### src/rtl/eic_pkg.sv
package eic_pkg;
  typedef enum logic {
    EDGE_RISE = 1'b0,
    EDGE_FALL = 1'b1
  } edge_sel_e;

  function automatic logic edge_hit(input logic rise, input logic fall, input edge_sel_e sel);
    return (sel == EDGE_FALL) ? fall : rise;
  endfunction
endpackage

### src/rtl/eic_sync.sv
module eic_sync #(
  parameter int unsigned W = 1,
  parameter int unsigned STAGES = 2,
  parameter logic [W-1:0] RST_VAL = '0
) (
  input  logic         clk_i,
  input  logic         rst_ni,
  input  logic [W-1:0] d_i,
  output logic [W-1:0] q_o
);
  logic [W-1:0] stg_q [STAGES];

  always_ff @(posedge clk_i or negedge rst_ni) begin
    if (!rst_ni) begin
      for (int i = 0; i < STAGES; i++) stg_q[i] <= RST_VAL;
    end else begin
      stg_q[0] <= d_i;
      for (int i = 1; i < STAGES; i++) stg_q[i] <= stg_q[i-1];
    end
  end

  assign q_o = stg_q[STAGES-1];

  generate
    if (STAGES > 1) begin : g_chk
      AST_SYNC_SHIFT: assert property (@(posedge clk_i) disable iff (!rst_ni)
        1'b1 |=> stg_q[1] == $past(stg_q[0]));
    end
  endgenerate
endmodule

### src/rtl/eic_edge_det.sv
module eic_edge_det (
  input  logic clk_i,
  input  logic rst_ni,
  input  logic sig_i,
  output logic rise_o,
  output logic fall_o
);
  logic prev_q;

  always_ff @(posedge clk_i or negedge rst_ni) begin
    if (!rst_ni) prev_q <= 1'b0;
    else         prev_q <= sig_i;
  end

  assign rise_o = sig_i & ~prev_q;
  assign fall_o = ~sig_i & prev_q;

  AST_RISE_SINGLE: assert property (@(posedge clk_i) disable iff (!rst_ni)
    rise_o |=> !rise_o);
  AST_FALL_SINGLE: assert property (@(posedge clk_i) disable iff (!rst_ni)
    fall_o |=> !fall_o);
endmodule

### src/rtl/eic_grp_latch.sv
module eic_grp_latch #(
  parameter int unsigned W = 8
) (
  input  logic         clk_i,
  input  logic         rst_ni,
  input  logic [W-1:0] pin_i,
  input  logic [W-1:0] data_s_i,
  input  logic         latch_en_i,
  input  logic         cap_i,
  output logic [W-1:0] rd_o
);
  logic [W-1:0] hold_q;

  always_ff @(posedge clk_i or negedge rst_ni) begin
    if (!rst_ni)    hold_q <= '0;
    else if (cap_i) hold_q <= data_s_i;
  end

  assign rd_o = latch_en_i ? hold_q : pin_i;

  AST_HOLD_STABLE: assert property (@(posedge clk_i) disable iff (!rst_ni)
    (latch_en_i && !cap_i) ##1 latch_en_i |-> $stable(rd_o));
endmodule

### src/rtl/eic_pend.sv
module eic_pend (
  input  logic clk_i,
  input  logic rst_ni,
  input  logic en_i,
  input  logic gate_low_i,
  input  logic hit_i,
  input  logic clr_i,
  output logic pend_o
);
  logic pend_q;
  logic set_w;

  assign set_w = en_i & gate_low_i & hit_i;

  always_ff @(posedge clk_i or negedge rst_ni) begin
    if (!rst_ni)    pend_q <= 1'b0;
    else if (!en_i) pend_q <= 1'b0;
    else            pend_q <= set_w | (pend_q & ~clr_i);
  end

  assign pend_o = pend_q;

  AST_PEND_STICKY: assert property (@(posedge clk_i) disable iff (!rst_ni)
    pend_q && !clr_i && en_i |=> pend_q);
  AST_DIS_CLEARS: assert property (@(posedge clk_i) disable iff (!rst_ni)
    !en_i |=> !pend_q);
  AST_GATE_BLOCKS: assert property (@(posedge clk_i) disable iff (!rst_ni)
    !pend_q && !gate_low_i |=> !pend_q);
  AST_CLR_WORKS: assert property (@(posedge clk_i) disable iff (!rst_ni)
    pend_q && clr_i && !hit_i |=> !pend_q);
endmodule

### src/rtl/ext_irq_capture.sv
module ext_irq_capture #(
  parameter int unsigned NUM_GROUPS  = 4,
  parameter int unsigned GROUP_W     = 8,
  parameter int unsigned REQ_BIT     = 6,
  parameter int unsigned GATE_BIT    = 7,
  parameter int unsigned SYNC_STAGES = 2
) (
  input  logic                          clk_i,
  input  logic                          rst_ni,
  input  logic                          irq_en_i,
  input  logic                          irq_edge_i,
  input  logic                          irq_both_i,
  input  logic [NUM_GROUPS-1:0]         grp_latch_en_i,
  input  logic [NUM_GROUPS-1:0]         grp_edge_i,
  input  logic                          pend_clr_i,
  input  logic [NUM_GROUPS*GROUP_W-1:0] port_i,
  output logic [NUM_GROUPS*GROUP_W-1:0] port_o,
  output logic                          pend_o,
  output logic                          irq_o
);
  import eic_pkg::*;

  localparam int unsigned PW       = NUM_GROUPS * GROUP_W;
  localparam int unsigned REQ_IDX  = (NUM_GROUPS - 1) * GROUP_W + REQ_BIT;
  localparam int unsigned GATE_IDX = (NUM_GROUPS - 1) * GROUP_W + GATE_BIT;

  logic [1:0]    ctl_s;
  logic          req_s, gate_s, gate_low;
  logic [PW-1:0] data_s, rd_all;
  logic          rise, fall, host_hit, accept, pend;

  // gate resets high so nothing is qualified out of reset
  eic_sync #(.W(2), .STAGES(SYNC_STAGES), .RST_VAL(2'b10)) u_ctl_sync (
    .clk_i, .rst_ni,
    .d_i ({port_i[GATE_IDX], port_i[REQ_IDX]}),
    .q_o (ctl_s)
  );
  assign req_s    = ctl_s[0];
  assign gate_s   = ctl_s[1];
  assign gate_low = ~gate_s;

  eic_sync #(.W(PW), .STAGES(SYNC_STAGES), .RST_VAL('0)) u_data_sync (
    .clk_i, .rst_ni, .d_i(port_i), .q_o(data_s)
  );

  eic_edge_det u_edge (
    .clk_i, .rst_ni, .sig_i(req_s), .rise_o(rise), .fall_o(fall)
  );

  assign host_hit = irq_both_i ? (rise | fall) : edge_hit(rise, fall, edge_sel_e'(irq_edge_i));
  assign accept   = irq_en_i & gate_low & ~pend;

  eic_pend u_pend (
    .clk_i, .rst_ni,
    .en_i      (irq_en_i),
    .gate_low_i(gate_low),
    .hit_i     (host_hit),
    .clr_i     (pend_clr_i),
    .pend_o    (pend)
  );

  for (genvar g = 0; g < NUM_GROUPS; g++) begin : g_grp
    logic cap;
    assign cap = accept & edge_hit(rise, fall, edge_sel_e'(grp_edge_i[g]));
    eic_grp_latch #(.W(GROUP_W)) u_latch (
      .clk_i, .rst_ni,
      .pin_i     (port_i[g*GROUP_W +: GROUP_W]),
      .data_s_i  (data_s[g*GROUP_W +: GROUP_W]),
      .latch_en_i(grp_latch_en_i[g]),
      .cap_i     (cap),
      .rd_o      (rd_all[g*GROUP_W +: GROUP_W])
    );
  end

  always_comb begin
    port_o = rd_all;
    if (irq_en_i) begin
      port_o[REQ_IDX]  = 1'b0;
      port_o[GATE_IDX] = 1'b0;
    end
  end

  assign pend_o = pend;
  assign irq_o  = pend;

  AST_IRQ_NEEDS_EN: assert property (@(posedge clk_i) disable iff (!rst_ni)
    $rose(irq_o) |-> $past(irq_en_i));
  AST_PINS_HIDDEN: assert property (@(posedge clk_i) disable iff (!rst_ni)
    irq_en_i |-> (port_o[REQ_IDX] == 1'b0) && (port_o[GATE_IDX] == 1'b0));
endmodule

### config.mk
export PLATFORM = sky130hd
export DESIGN_NAME = ext_irq_capture
export DESIGN_NICKNAME = d
export VERILOG_FILES = /design/src/rtl/eic_pkg.sv /design/src/rtl/eic_sync.sv /design/src/rtl/eic_edge_det.sv /design/src/rtl/eic_grp_latch.sv /design/src/rtl/eic_pend.sv /design/src/rtl/ext_irq_capture.sv
export SDC_FILE = /design/constraint.sdc
export NUM_CORES = 1
export LEC_CHECK = 0
export BUFFER_PORTS_ARGS = -buffer_cell sky130_fd_sc_hd__buf_2
export CELL_PAD_IN_SITES_DETAIL_PLACEMENT = 0
export CELL_PAD_IN_SITES_GLOBAL_PLACEMENT = 1
export CORE_UTILIZATION = 41
export DETAILED_ROUTE_END_ITERATION = 10
export GPL_ROUTABILITY_DRIVEN = 0
export PLACE_DENSITY = 0.74
export SYNTH_ARGS = -nofsm -noshare
export SYNTH_HDL_FRONTEND = slang
export SYNTH_HIERARCHICAL = 1
export SYNTH_SLANG_ARGS = --single-unit
### constraint.sdc
create_clock -name clk_i -period 1.7 [get_ports clk_i]
set_input_delay 0 -clock clk_i [delete_from_list [all_inputs] [get_ports clk_i]]
set_output_delay 0 -clock clk_i [all_outputs]
set_load 0.02 [all_outputs]
-- Word-level counts from Yosys, hierarchy flattened
Index checks and enable logic that the tools add are counted.
- flip-flop bits (word level): 102
- latch bits: 0
- memory bits (writable): 0
- ROM bits: 0
- bits of input ports: 46
- output and inout bits: 34
- logic and storage cells: 39
- memories kept: 0
- add/sub/neg operators: 0
- $mul: 0
- divide/modulo/power cells: 0
- order comparisons: 0
- equal/unequal tests: 0
- shift-type cells: 0
- mux-type cells: 12
- bitwise operators: 17
- reduce and logical (&&, ||, !) cells: 0
- operators by type and width (cell ; number):
    $mux 8 ; 4
    $and 1x1->1 ; 10
    $mux 1 ; 7
    $not 1->1 ; 5
    $mux 2 ; 1
    $or 1x1->1 ; 2

-- Longest topological paths before layout
Gate-level depths: netlist (run 1).
- depth in word-level cells: 7
- mapped depth: 6
- mapped depth without buffers: 5

-- By module
Netlist (run 1), hierarchy kept.
- by module, submodules not included (module ; times used ; cells each ; area each (um^2) ; sequential area each (um^2)):
    eic_grp_latch ; 4 ; 26 ; 462.9 ; 200.2
    eic_sync (u_data_sync) ; 1 ; 96 ; 1841.8 ; 1601.5
    eic_sync (u_ctl_sync) ; 1 ; 6 ; 117.6 ; 102.6
    ext_irq_capture ; 1 ; 17 ; 113.9 ; 0.0
    eic_pend ; 1 ; 4 ; 42.5 ; 25.0
    eic_edge_det ; 1 ; 3 ; 40.0 ; 25.0

-- Worst setup path after synthesis (run 1)
OpenSTA, ideal clock, no wires.
- path type: flip-flop to flip-flop
- start point: reg u_pend.pend_q (netlist: u_pend/pend_o)
- end point: reg g_grp[0].u_latch.hold_q[0]
- library setup time: 125 ps
- arrival: 1465 ps
- data required time: 1575 ps
- setup slack: 110 ps
- cell stages (with the launch flop): 5
- buffers on the path: 1
- period minus slack after synthesis: 1590 ps
- cell sequence: dfrtp_1 or3b_1 nor2_1 buf_6 mux2_4
- longest elaborated chain between the ends: 3
- RTL lines (what ; RTL line ; source):
    from (decl) ; eic_pend.sv:10 ; logic pend_q;
    from (signal assigned) ; eic_pend.sv:18 ; else pend_q <= set_w | (pend_q & ~clr_i);
    $not 1->1 ; ext_irq_capture.sv:51 ; assign accept = irq_en_i & gate_low & ~pend;
    $and 1x1->1 ; ext_irq_capture.sv:51 ;
    $and 1x1->1 ; ext_irq_capture.sv:64 ; assign cap = accept & edge_hit(rise, fall, edge_sel_e'(grp_edge_i[g]));
    named net g_grp[0].cap ; ext_irq_capture.sv:63 ; logic cap;
    to (signal assigned) ; eic_grp_latch.sv:16 ; else if (cap_i) hold_q <= data_s_i;
    to (decl) ; eic_grp_latch.sv:12 ; logic [W-1:0] hold_q;
The timed path passes the listed nets, and every way through them passes these cells.
A chain may end at the register's enable or synchronous reset.

-- Worst setup path after layout (run 1)
- start point: reg u_ctl_sync.stg_q (netlist bit u_ctl_sync/q_o[1])
- end point: reg g_grp[3].u_latch.hold_q[2]
- longest elaborated chain between the ends: 4
- RTL lines (what ; RTL line ; source):
    from (decl) ; eic_sync.sv:11 ; logic [W-1:0] stg_q [STAGES];
    $not 1->1 ; ext_irq_capture.sv:40 ; assign gate_low = ~gate_s;
    $and 1x1->1 (2 in series) ; ext_irq_capture.sv:51 ;
    $and 1x1->1 ; ext_irq_capture.sv:64 ;
    named net g_grp[3].cap ; ext_irq_capture.sv:63 ;
    to (signal assigned) ; eic_grp_latch.sv:16 ;
    to (decl) ; eic_grp_latch.sv:12 ;
The timed path passes the listed nets, and every way through them passes these cells.

==> metrics.txt, run 1 <==
Hold Crit Class input port to register; RSZ-0062 raised after global routing false; ranking of synthesized cells by area dfrtp_1 62%, mux2_4 24%, buf_4 6.6%; fin crit period around 1.6 ns; hold_ws 0.1047 ns; Max-Cap Viols 0; yosys warns 6; synth cell count leaders 100 x dfrtp_1, 64 x mux2_4, 35 x buf_4, 8 x buf_6; R2R setup slack 0.10 ns; setup_tns 0 ns; Critical Path Start u_ctl_sync/q_o[1]; IO Port Bufs 79; first-pass GRT wire length between 10000 and 15000 um; Die ar. between 10000 and 15000 um^2; H-tree levels 3; post-synth top area share a little over three fifths; share of cells above drive strength 1 around 52%; most common cell in the netlist dfrtp_1; grt total ovfl 0; Clock Power Share ~28%; setup violators final 0; Netlist cell types 17; via count of the first global-routing pass about 2100; Area Overhead vs Synth 20.42%; Fmax 0.6256 GHz; CP Capture Type register; pwr/cell area between 1000 and 1500 nW/um^2; syn_area_per_cell about 17 um^2; Seq pwr share a little over half; clock latency on the worst-skew pair ~0.35 ns; via/cell ratio ~4.3; n_diodes 0; Met3 Wirelength ~240 um; core box area ~9400 um^2; Ports 80; CTS Buf Count 9; largest area contributor in the netlist dfrtp_1; clk root buf clkbuf_8; First-pass DRT Iterations 4; top sig layer met4; Leak between 2 and 2.5 nW; cts repair resizes 0; met2 routed WL slightly above 3000 um; worst setup path end g_grp[3].u_latch/hold_q[2]; routed wire length 6196 um; P_sw around 1.4 mW; worst vdd ir ~0.00050 V; # DRC 0; Synth Net Count 276; post-synthesis instance area 4008 um^2; largest fanout on the critical path 8; NumNets Final around 360; synthesis-stage register bit count 102; Synth Flop Type dfrtp_1; slew margin rel. ~63%; internal power around 4.1 mW; Post-synth EDFFs 0; Synth Instances 230; slew of the pin with the lowest slew margin around 0.56 ns; final hold violations 0; R2R cell count 4; Starting DRT DRC Count 14; initial antenna violation count 0; initial core utilization between 40 and 50%; Bufs on Longest Clock Path 2; routed vias 1955; Routed WL per cell 13.71 um; R2R Path End g_grp[3].u_latch/hold_q[2]; clock sinks approximately 100; Die Ht slightly above 100 um; CP Class register to register; status finished clean; Routed met1 length between 2000 and 3000 um; CP arrival approximately 1.8 ns; row count 35; ys async rst share 100.0%; pin count of the biggest net entering global routing 103; gr usage total a little over an eighth; sequential area share after synthesis between 60 and 70%; CTS clk-pin slew, worst paths 0.09 ns; post-DP HPWL approximately 4000 um; WP data required between 1.5 and 2 ns; Post-DRT Antenna Nets 0; Combinational Power Share about a fifth; origin of the critical flop-to-flop path u_ctl_sync/q_o[1]; fin crit share 94.03%; clock skew roughly 0.010 ns; crit start category register; sw frac between 20 and 25%; CTS tree done; Die X ~100 um; Slew Viols, Final 0
[flip-flops by register name, indices dropped and copies added (netlist names)]
register and count:
u_pend/pend_o 1, u_data_sync/q_o 32, u_ctl_sync/stg_q 2, u_edge/prev_q 1, u_data_sync/stg_q 32, g_grp.u_latch/hold_q 32, u_ctl_sync/q_o 2
[per-layer routing]
metal,GRT usage [%],up-vias
met5,0,-
met1,17.52,998
met2,21.81,50
met4,4.125,0
li1,-,900
met3,4.785,7
[through the flow]
stage	power, mW	setup slack, ns	cell area [um^2]	util (%)	std cells
after floorplan	3.712	0.1100	4008	-	230
after global placement	3.946	0.1220	4272	45.58	401
after detailed placement	3.972	0.1118	4272	45.58	401
after CTS	5.609	0.08375	4826	51.50	452
after global routing	5.794	0.01902	4826	51.50	452
final	5.511	0.1015	4826	51.50	452
[worst min-delay path by stage]
| stage | to | slack [ns] | depth (start not counted) | from |
|---|---|---|---|---|
| 2_1_floorplan | g_grp[0].u_latch/hold_q[0] | -0.30 | 0 | rst_ni |
| 3_3_place_gp | g_grp[1].u_latch/hold_q[2] | 0.1 | 2 | rst_ni |
| 3_5_place_dp | g_grp[1].u_latch/hold_q[2] | 0.11 | 2 | rst_ni |
| 4_1_cts | u_pend/pend_o | 0.1 | 5 | irq_both_i |
| 5_1_grt | u_pend/pend_o | 0.12 | 5 | irq_edge_i |
| 6_report | u_pend/pend_o | 0.10 | 5 | irq_both_i |
[power groups by stage]
stage	combinational (mW)	clock [mW]	sequential [mW]
4_1_cts	1.12	1.61	2.88
3_5_place_dp	1.06	0	2.92
6_report	1.10	1.53	2.87
2_1_floorplan	0.850	0	2.86
5_1_grt	1.19	1.69	2.92
3_3_place_gp	1.03	0	2.91
[cells by family (layout without fill, tap and decap cells)]
family / Yosys count / after routing / share of synthesized area (%)
buffers and inverters: 45 / 138 / 8.992
flip-flops: 102 / 102 / 63.75
AND/OR/NAND/NOR: 12 / 12 / 1.842
multiplexers: 68 / 68 / 24.98
AO/OA/AOI/OAI: 3 / 3 / 0.4369
[cell usage in the layout (no fill, tap or decap)]
| master | instances |
|---|---|
| clkinvlp_4 | 2 |
| buf_4 | 6 |
| a21boi_1 | 1 |
| dfstp_2 | 2 |
| nor2b_1 | 1 |
| mux2_4 | 64 |
| a21oi_1 | 1 |
| bufinv_16 | 1 |
| o21ai_0 | 1 |
| nor2_1 | 4 |
| dlygate4sd3_1 | 35 |
| nor3b_1 | 1 |
| clkbuf_8 | 11 |
| mux2i_1 | 4 |
| and2b_2 | 3 |
| inv_1 | 2 |
| nand2b_1 | 1 |
| or3b_1 | 1 |
| clkbuf_1 | 2 |
| buf_2 | 78 |
| buf_12 | 1 |
| dfrtp_1 | 100 |
| nand2_1 | 1 |
[worst max-delay path: stages, from the launching register on]
cell	delay, ns
dfstp_2	0.37
or3b_1	0.43
nor2_1	0.14
buf_4	0.22
mux2_4	0.32
[layout make-up]
type | instances | area, um^2
Fill cell | 811 | 4546
Sequential cell | 102 | 2555
Multi-Input combinational cell | 83 | 1092
Timing Repair Buffer | 120 | 805.8
Tap cell | 129 | 161.4
Clock buffer | 13 | 158.9
Clock inverter | 3 | 45.04
Inverter | 2 | 7.507
[timing repair]
| item | in CTS | in global routing |
|---|---|---|
| setup buffers | 0 | 0 |
| setup endpoints to repair | 0 | 0 |
| hold endpoints to repair | 135 | 0 |
| hold buffers | 35 | 0 |
Note: power is estimated with default switching activity, not from simulation.
==> inputs of run 2 (changes only) <==
--- a/config.mk
+++ b/config.mk
@@ -13,3 +13,3 @@
 export GPL_ROUTABILITY_DRIVEN = 0
-export PLACE_DENSITY = 0.74
+export PLACE_DENSITY = 0.72
 export SYNTH_ARGS = -nofsm -noshare
==> constraint.sdc (replaced) <==
create_clock -name clk_i -period 1.7 [get_ports clk_i]
set_input_delay 0.34 -clock clk_i [delete_from_list [all_inputs] [get_ports clk_i]]
set_output_delay 0.34 -clock clk_i [all_outputs]
set_load 0.02 [all_outputs]
==> run 2 against run 1 <==
Compared with the run above:
- die area unchanged
- power decreased by 3.2%
- count of clock-buffer cells in the layout decreased by 1
- sequential share of layout area increased by 3.7 points
==> metrics.txt, run 2 (synthesis gave the netlist of run 1 again) <==
Max-Cap Viols 0 (unchanged); R2R Path End g_grp[0].u_latch/hold_q[0]; CTS Buf Count 9 (unchanged); origin of the critical flop-to-flop path u_ctl_sync/q_o[1]; Fillers 834 (+2.8%); sw frac 24.50% (-0.21 points); CTS clk-pin slew, worst paths 0.09 ns (about the same); H-tree levels 3 (unchanged); Area Overhead vs Synth 12.61%; first-pass GRT wire length 9687 um (-5.6%); commonest cells after routing, fill and taps aside 100 x dfrtp_1, 76 x buf_2, 64 x mux2_4; Hold Path Sink u_data_sync/stg_q[56]; Slew Viols, Final 0 (unchanged); Seq pwr share 53.8% (+1.6 points); Clock Power Share 26.3% (-1.5 points); R2R cell count 4 (unchanged); clock latency on the worst-skew pair 0.34 ns (about the same); Cell Area, Placed 4309 um^2 (+0.88%); initial core utilization 42.76% (unchanged); Ports 80 (unchanged); Hold Path Depth 1 (-4); final hold violations 0 (unchanged); worst vdd ir 0.0005647 V (+13%); Post-DRT Antenna Nets 0 (unchanged); crit start category register; largest fanout on the critical path 2 (-6); gr usage total 13.01% (-0.63 points); via count of the first global-routing pass 1879 (-11%); Hold Crit Class input port to register; Bufs on Longest Clock Path 2 (unchanged); most common cell after layout, fill and taps aside dfrtp_1; Die X 100.9 um (unchanged); CP Capture Type output port; status finished clean; routed wire length 5927 um (-4.3%); core box area 9371 um^2 (unchanged); via/cell ratio 4.280 (-1.1%); initial antenna violation count 0 (unchanged); fin crit period 1.660 ns (+0.06150 ns); fin area 4513 um^2 (-6.5%); share of cells above drive strength 1 58.36% (+6.3 points); CP Class register to output port; internal power 4.026 mW (-3.0%); post-DP HPWL 4256 um (+8.3%); Hold Path Origin port_i[24]; pwr/cell area 1182 nW/um^2 (+3.5%); CTS tree done; IO Port Bufs 79 (unchanged); slew margin rel. 76.01% (+13 points); routed vias 1806 (-7.6%); CP arrival 1.32 ns (-0.52 ns); setup violators final 0 (unchanged); Die Ht 100.9 um (unchanged); R2R setup slack 0.10 ns (about the same); WP data required 1.36 ns (-0.58 ns); Leak 2.225 nW (-5.3%); clk root buf clkbuf_8; Routed WL per cell 14.05 um (+2.5%); Die ar. 10170 um^2 (unchanged); NumNets Final 335 (-8.0%); First-pass DRT Iterations 3 (-1); grt total ovfl 0 (unchanged); hold_ws 0.1083 ns (+0.003583 ns); fin crit share 97.64% (+3.6 points); row count 35 (unchanged); clock sinks 102 (unchanged); P_sw 1.306 mW (-4.1%); n_diodes 0 (unchanged); Starting DRT DRC Count 18 (+4); Fmax 0.6024 GHz (-3.7%); # DRC 0 (unchanged); Combinational Power Share 19.9% (about the same); pin count of the biggest net entering global routing 41 (-60%); clock skew 0.007170 ns (-0.002918 ns); RSZ-0062 raised after global routing true; slew of the pin with the lowest slew margin 0.3599 ns (-0.1982 ns)
==> run 2: cell count changes in the layout (fill, tap and decap cells not counted) <==
cell	before	now
buf_2	78	76
clkinvlp_4	2	1
clkbuf_1	2	3
clkinv_4	0	1
buf_6	0	2
clkbuf_8	11	9
dlygate4sd3_1	35	1
buf_4	6	11
==> run 2: routing by layer <==
layer,global-route usage [%],routed length [um],part of all wire [%],up-vias
li1,-,-,-,845
met3,3.398,224,3.8,9
met2,19.76,2718,46,51
met4,4.682,83,1.4,0
met5,0,0,0,-
met1,18.09,2901,49,901
==> run 2: stage by stage <==
step / utilization, % / worst slack (ns) / total power, mW / TNS [ns] / std cells
2_1_floorplan: - / 0.1100 / 3.712 / 0 / 230
3_3_place_gp: 45.98 / 0.009018 / 3.957 / 0 / 406
3_5_place_dp: 45.98 / 0.007325 / 3.979 / 0 / 406
4_1_cts: 48.09 / 0.001803 / 5.441 / 0 / 422
5_1_grt: 48.16 / -0.02811 / 5.618 / -0.04020 / 422
6_report: 48.16 / 0.04004 / 5.332 / 0 / 422
==> run 2: final cells by class <==
class                           count  area (um^2)  share of cell area [%]
Inverter                            2        7.507                  0.1663
Multi-Input combinational cell     83         1092                   24.20
Tap cell                          129        161.4                   3.576
Sequential cell                   102         2555                   56.61
Clock inverter                      3        46.29                   1.026
Clock buffer                       12        135.1                   2.994
Timing Repair Buffer               91        515.5                   11.42
==> run 2: how the worst max path moves through the flow <==
stage / from / endpoint / cells past startpoint
finish: g_grp[3].u_latch/hold_q[6] / port_o[30] / 3
global route: g_grp[3].u_latch/hold_q[7] / port_o[31] / 3
CTS: g_grp[3].u_latch/hold_q[6] / port_o[30] / 3
detailed placement: irq_en_i / g_grp[0].u_latch/hold_q[0] / 5
global placement: irq_en_i / g_grp[0].u_latch/hold_q[1] / 5
floorplan: u_pend/pend_o / g_grp[0].u_latch/hold_q[0] / 4
==> run 2: power groups by stage <==
stage | Clock (mW) | Sequential, mW | Combinational (mW)
2_1_floorplan | 0 | 2.86 | 0.850
3_3_place_gp | 0 | 2.91 | 1.04
3_5_place_dp | 0 | 2.91 | 1.06
4_1_cts | 1.49 | 2.87 | 1.07
5_1_grt | 1.57 | 2.91 | 1.14
6_report | 1.40 | 2.87 | 1.06
==> run 2: timing repair <==
item / 4_1_cts / 5_1_grt
gates resized for setup: 2 / 2
endpoints found under the setup margin: 1 / 2
hold buffers: 1 / 0
hold endpoints to repair: 20 / 0
pin swaps: 0 / 0
setup buffers: 0 / 0
gates cloned: 0 / 0
==> run 2: worst max-delay path, stage by stage (launching register included) <==
cell and delay [ns]:
dfrtp_1 0.39, mux2_4 0.25, and2b_2 0.21, buf_6 0.13
==> inputs of run 3 (changes only) <==
Settings changed: CORE_MARGIN from default to 10, CORE_UTILIZATION 41 to 27, GPL_TIMING_DRIVEN from default to 0, PLACE_DENSITY 0.72 to 0.5.
==> run 3 against run 2 <==
Compared with the run above:
- flip-flop and latch count did not move
- sequential share of layout area decreased by 5.5 points
- final area up 11%
- count of clock-buffer cells in the layout increased by 1
- utilization is 14 points lower
==> metrics.txt, run 3 (synthesis gave the netlist of run 1 again) <==
status finished clean; gr usage total 8.041% (-5.0 points); Routed WL per cell 14.69 um (+4.6%); sw frac 23.58% (-0.92 points); multi-input logic area 1105 um^2 (+1.1%); # DRC 0 (unchanged); routed vias 1914 (+6.0%); Slowest cell on crit path dfrtp_1; Clock Power Share 35.3% (+9.0 points); via/cell ratio 3.768 (-12%); clock latency on the worst-skew pair 0.34 ns (about the same); Max-Cap Viols 0 (unchanged); CTS clk-pin slew, worst paths 0.07 ns (-0.02 ns); Seq pwr share 46.2% (-7.6 points); initial antenna violation count 0 (unchanged); CTS Buf Count 9 (unchanged); Crit path max-delay family flip-flops; commonest cells after routing, fill and taps aside 100 x dfrtp_1, 72 x buf_2, 64 x mux2_4; RSZ-0062 raised after global routing true; slew margin rel. 64.55% (-11 points); Placed Cells 490 (+21%); clock skew 0.008053 ns (+0.0008829 ns); First-pass DRT Iterations 2 (-1); Finished Core Util 34.43% (-14 points); critical path's largest stage delay 0.39 ns (about the same); largest fanout on the critical path 2 (unchanged); routed wire length 7460 um (+26%); first-pass GRT wire length 12410 um (+28%); Bufs on Longest Clock Path 2 (unchanged); final hold violations 0 (unchanged); Fmax 0.6043 GHz (+0.31%); Fillers 1419 (+70%); crit start category register; CTS tree done; Slew Viols, Final 0 (unchanged); Leak 2.446 nW (+10%); n_diodes 0 (unchanged); worst vdd ir 0.0006242 V (+11%); pwr/cell area 1241 nW/um^2 (+5.0%); IO Port Bufs 75 (-5.1%); core box area 14530 um^2 (+55%); grt total ovfl 0 (unchanged); Die X 141.8 um (+41%); P_sw 1.464 mW (+12%); H-tree levels 3 (unchanged); share of cells above drive strength 1 63.89% (+5.5 points); fin crit share 97.35% (-0.30 points); NumNets Final 365 (+9.0%); initial core utilization 27.57% (-15 points); Area Overhead vs Synth 24.85%; fin crit period 1.655 ns (-0.005093 ns); Combinational Power Share 18.5% (-1.4 points); clk root buf clkbuf_16; Die ar. 20120 um^2 (+98%); most common cell after layout, fill and taps aside dfrtp_1; CP Class register to output port; Overall Power 6.207 mW (+16%); crit path cell chain mux2_4, and2b_2, buf_6; worst path bufs/invs 1 (unchanged); pin count of the biggest net entering global routing 64 (+56%); clock sinks 102 (unchanged); Die Ht 141.8 um (+41%); CP Capture Type output port; slew of the pin with the lowest slew margin 0.5317 ns (+0.1718 ns); post-DP HPWL 5150 um (+21%); Starting DRT DRC Count 88 (+70); Hold Crit Class input port to register; via count of the first global-routing pass 2250 (+20%); WP data required 1.36 ns (about the same); Ports 80 (unchanged); Storage cell area 2555 um^2 (unchanged); post-route insts no fill 508 (+20%); Post-DRT Antenna Nets 0 (unchanged); internal power 4.743 mW (+18%); setup violators final 0 (unchanged); CP arrival 1.31 ns (about the same); row count 44 (+26%)
## run 3: cell count changes in the layout (fill, tap and decap cells not counted), moves of 4 or more
cell	change
buf_4	+26
clkbuf_16	+9
buf_6	+8
clkbuf_8	-8
buf_2	-4
nor2_1	-4
nor2_2	+4
## run 3: final timing paths
path / from / to / slack [ns] / cells past startpoint
setup reg to reg: u_ctl_sync/q_o[1] / g_grp[2].u_latch/hold_q[7] / 0.06 / 5
hold / removal: port_i[12] / u_data_sync/stg_q[44] / 0.11 / 1
hold reg to reg: u_data_sync/stg_q[48] / u_data_sync/q_o[16] / 0.34 / 0
min in group asynchronous: rst_ni / u_data_sync/stg_q[61] / 0.51 / 2
setup / recovery: g_grp[3].u_latch/hold_q[7] / port_o[31] / 0.05 / 3
max in group asynchronous: rst_ni / u_ctl_sync/stg_q[3] / 0.48 / 3
## run 3: layout make-up
class	instances	share of cell area (%)
clock buffer	13	5.001
multi-input combinational	83	22.08
tap	184	4.601
inverter	2	0.1500
clock inverter	3	1.350
sequential	102	51.06
buffer	43	7.052
timing repair buffer	78	8.702
## run 3: per-layer routing
layer | part of all wire (%) | routed length (um) | vias up | track usage (%)
met1 | 47 | 3506 | 947 | 10.35
met3 | 7.2 | 538 | 6 | 4.473
li1 | - | - | 903 | -
met4 | 1.2 | 86 | 0 | 2.421
met2 | 45 | 3329 | 58 | 11.20
met5 | 0 | 0 | - | 0
## run 3: worst register-to-register path: stages, from the launching register on
cell and delay [ns]:
dfstp_2 0.36, buf_4 0.12, or3b_4 0.41, nor2_2 0.13, buf_6 0.18, mux2_4 0.32
## run 3: power by group through the flow
stage	logic [mW]	registers (mW)	clock network, mW
after global placement	1.12	2.91	0
after detailed placement	1.15	2.91	0
after global routing	1.25	2.91	2.39
final	1.15	2.87	2.19
after CTS	1.16	2.87	2.30
after floorplan	0.850	2.86	0
## run 3: through the flow
stage / setup TNS (ns) / worst slack, ns / hold WS (ns) / cell area (um^2)
6_report: 0 / 0.04513 / 0.1078 / 5004
5_1_grt: -0.04238 / -0.02792 / 0.08651 / 5004
4_1_cts: 0 / 0.0006577 / 0.08434 / 4974
3_5_place_dp: -0.2793 / -0.02451 / 0.3347 / 4643
3_3_place_gp: -84.84 / -0.8489 / 0.3322 / 4613
2_1_floorplan: 0 / 0.1100 / 0.04441 / 4008
## run 3: what timing repair did
action / in CTS / in global routing
hold buffers: 1 / 0
endpoints found under the setup margin: 32 / 34
resized for setup: 1 / 8
hold endpoints to repair: 34 / 0
setup buffers: 0 / 1
cloned: 0 / 0
pin swaps: 0 / 1
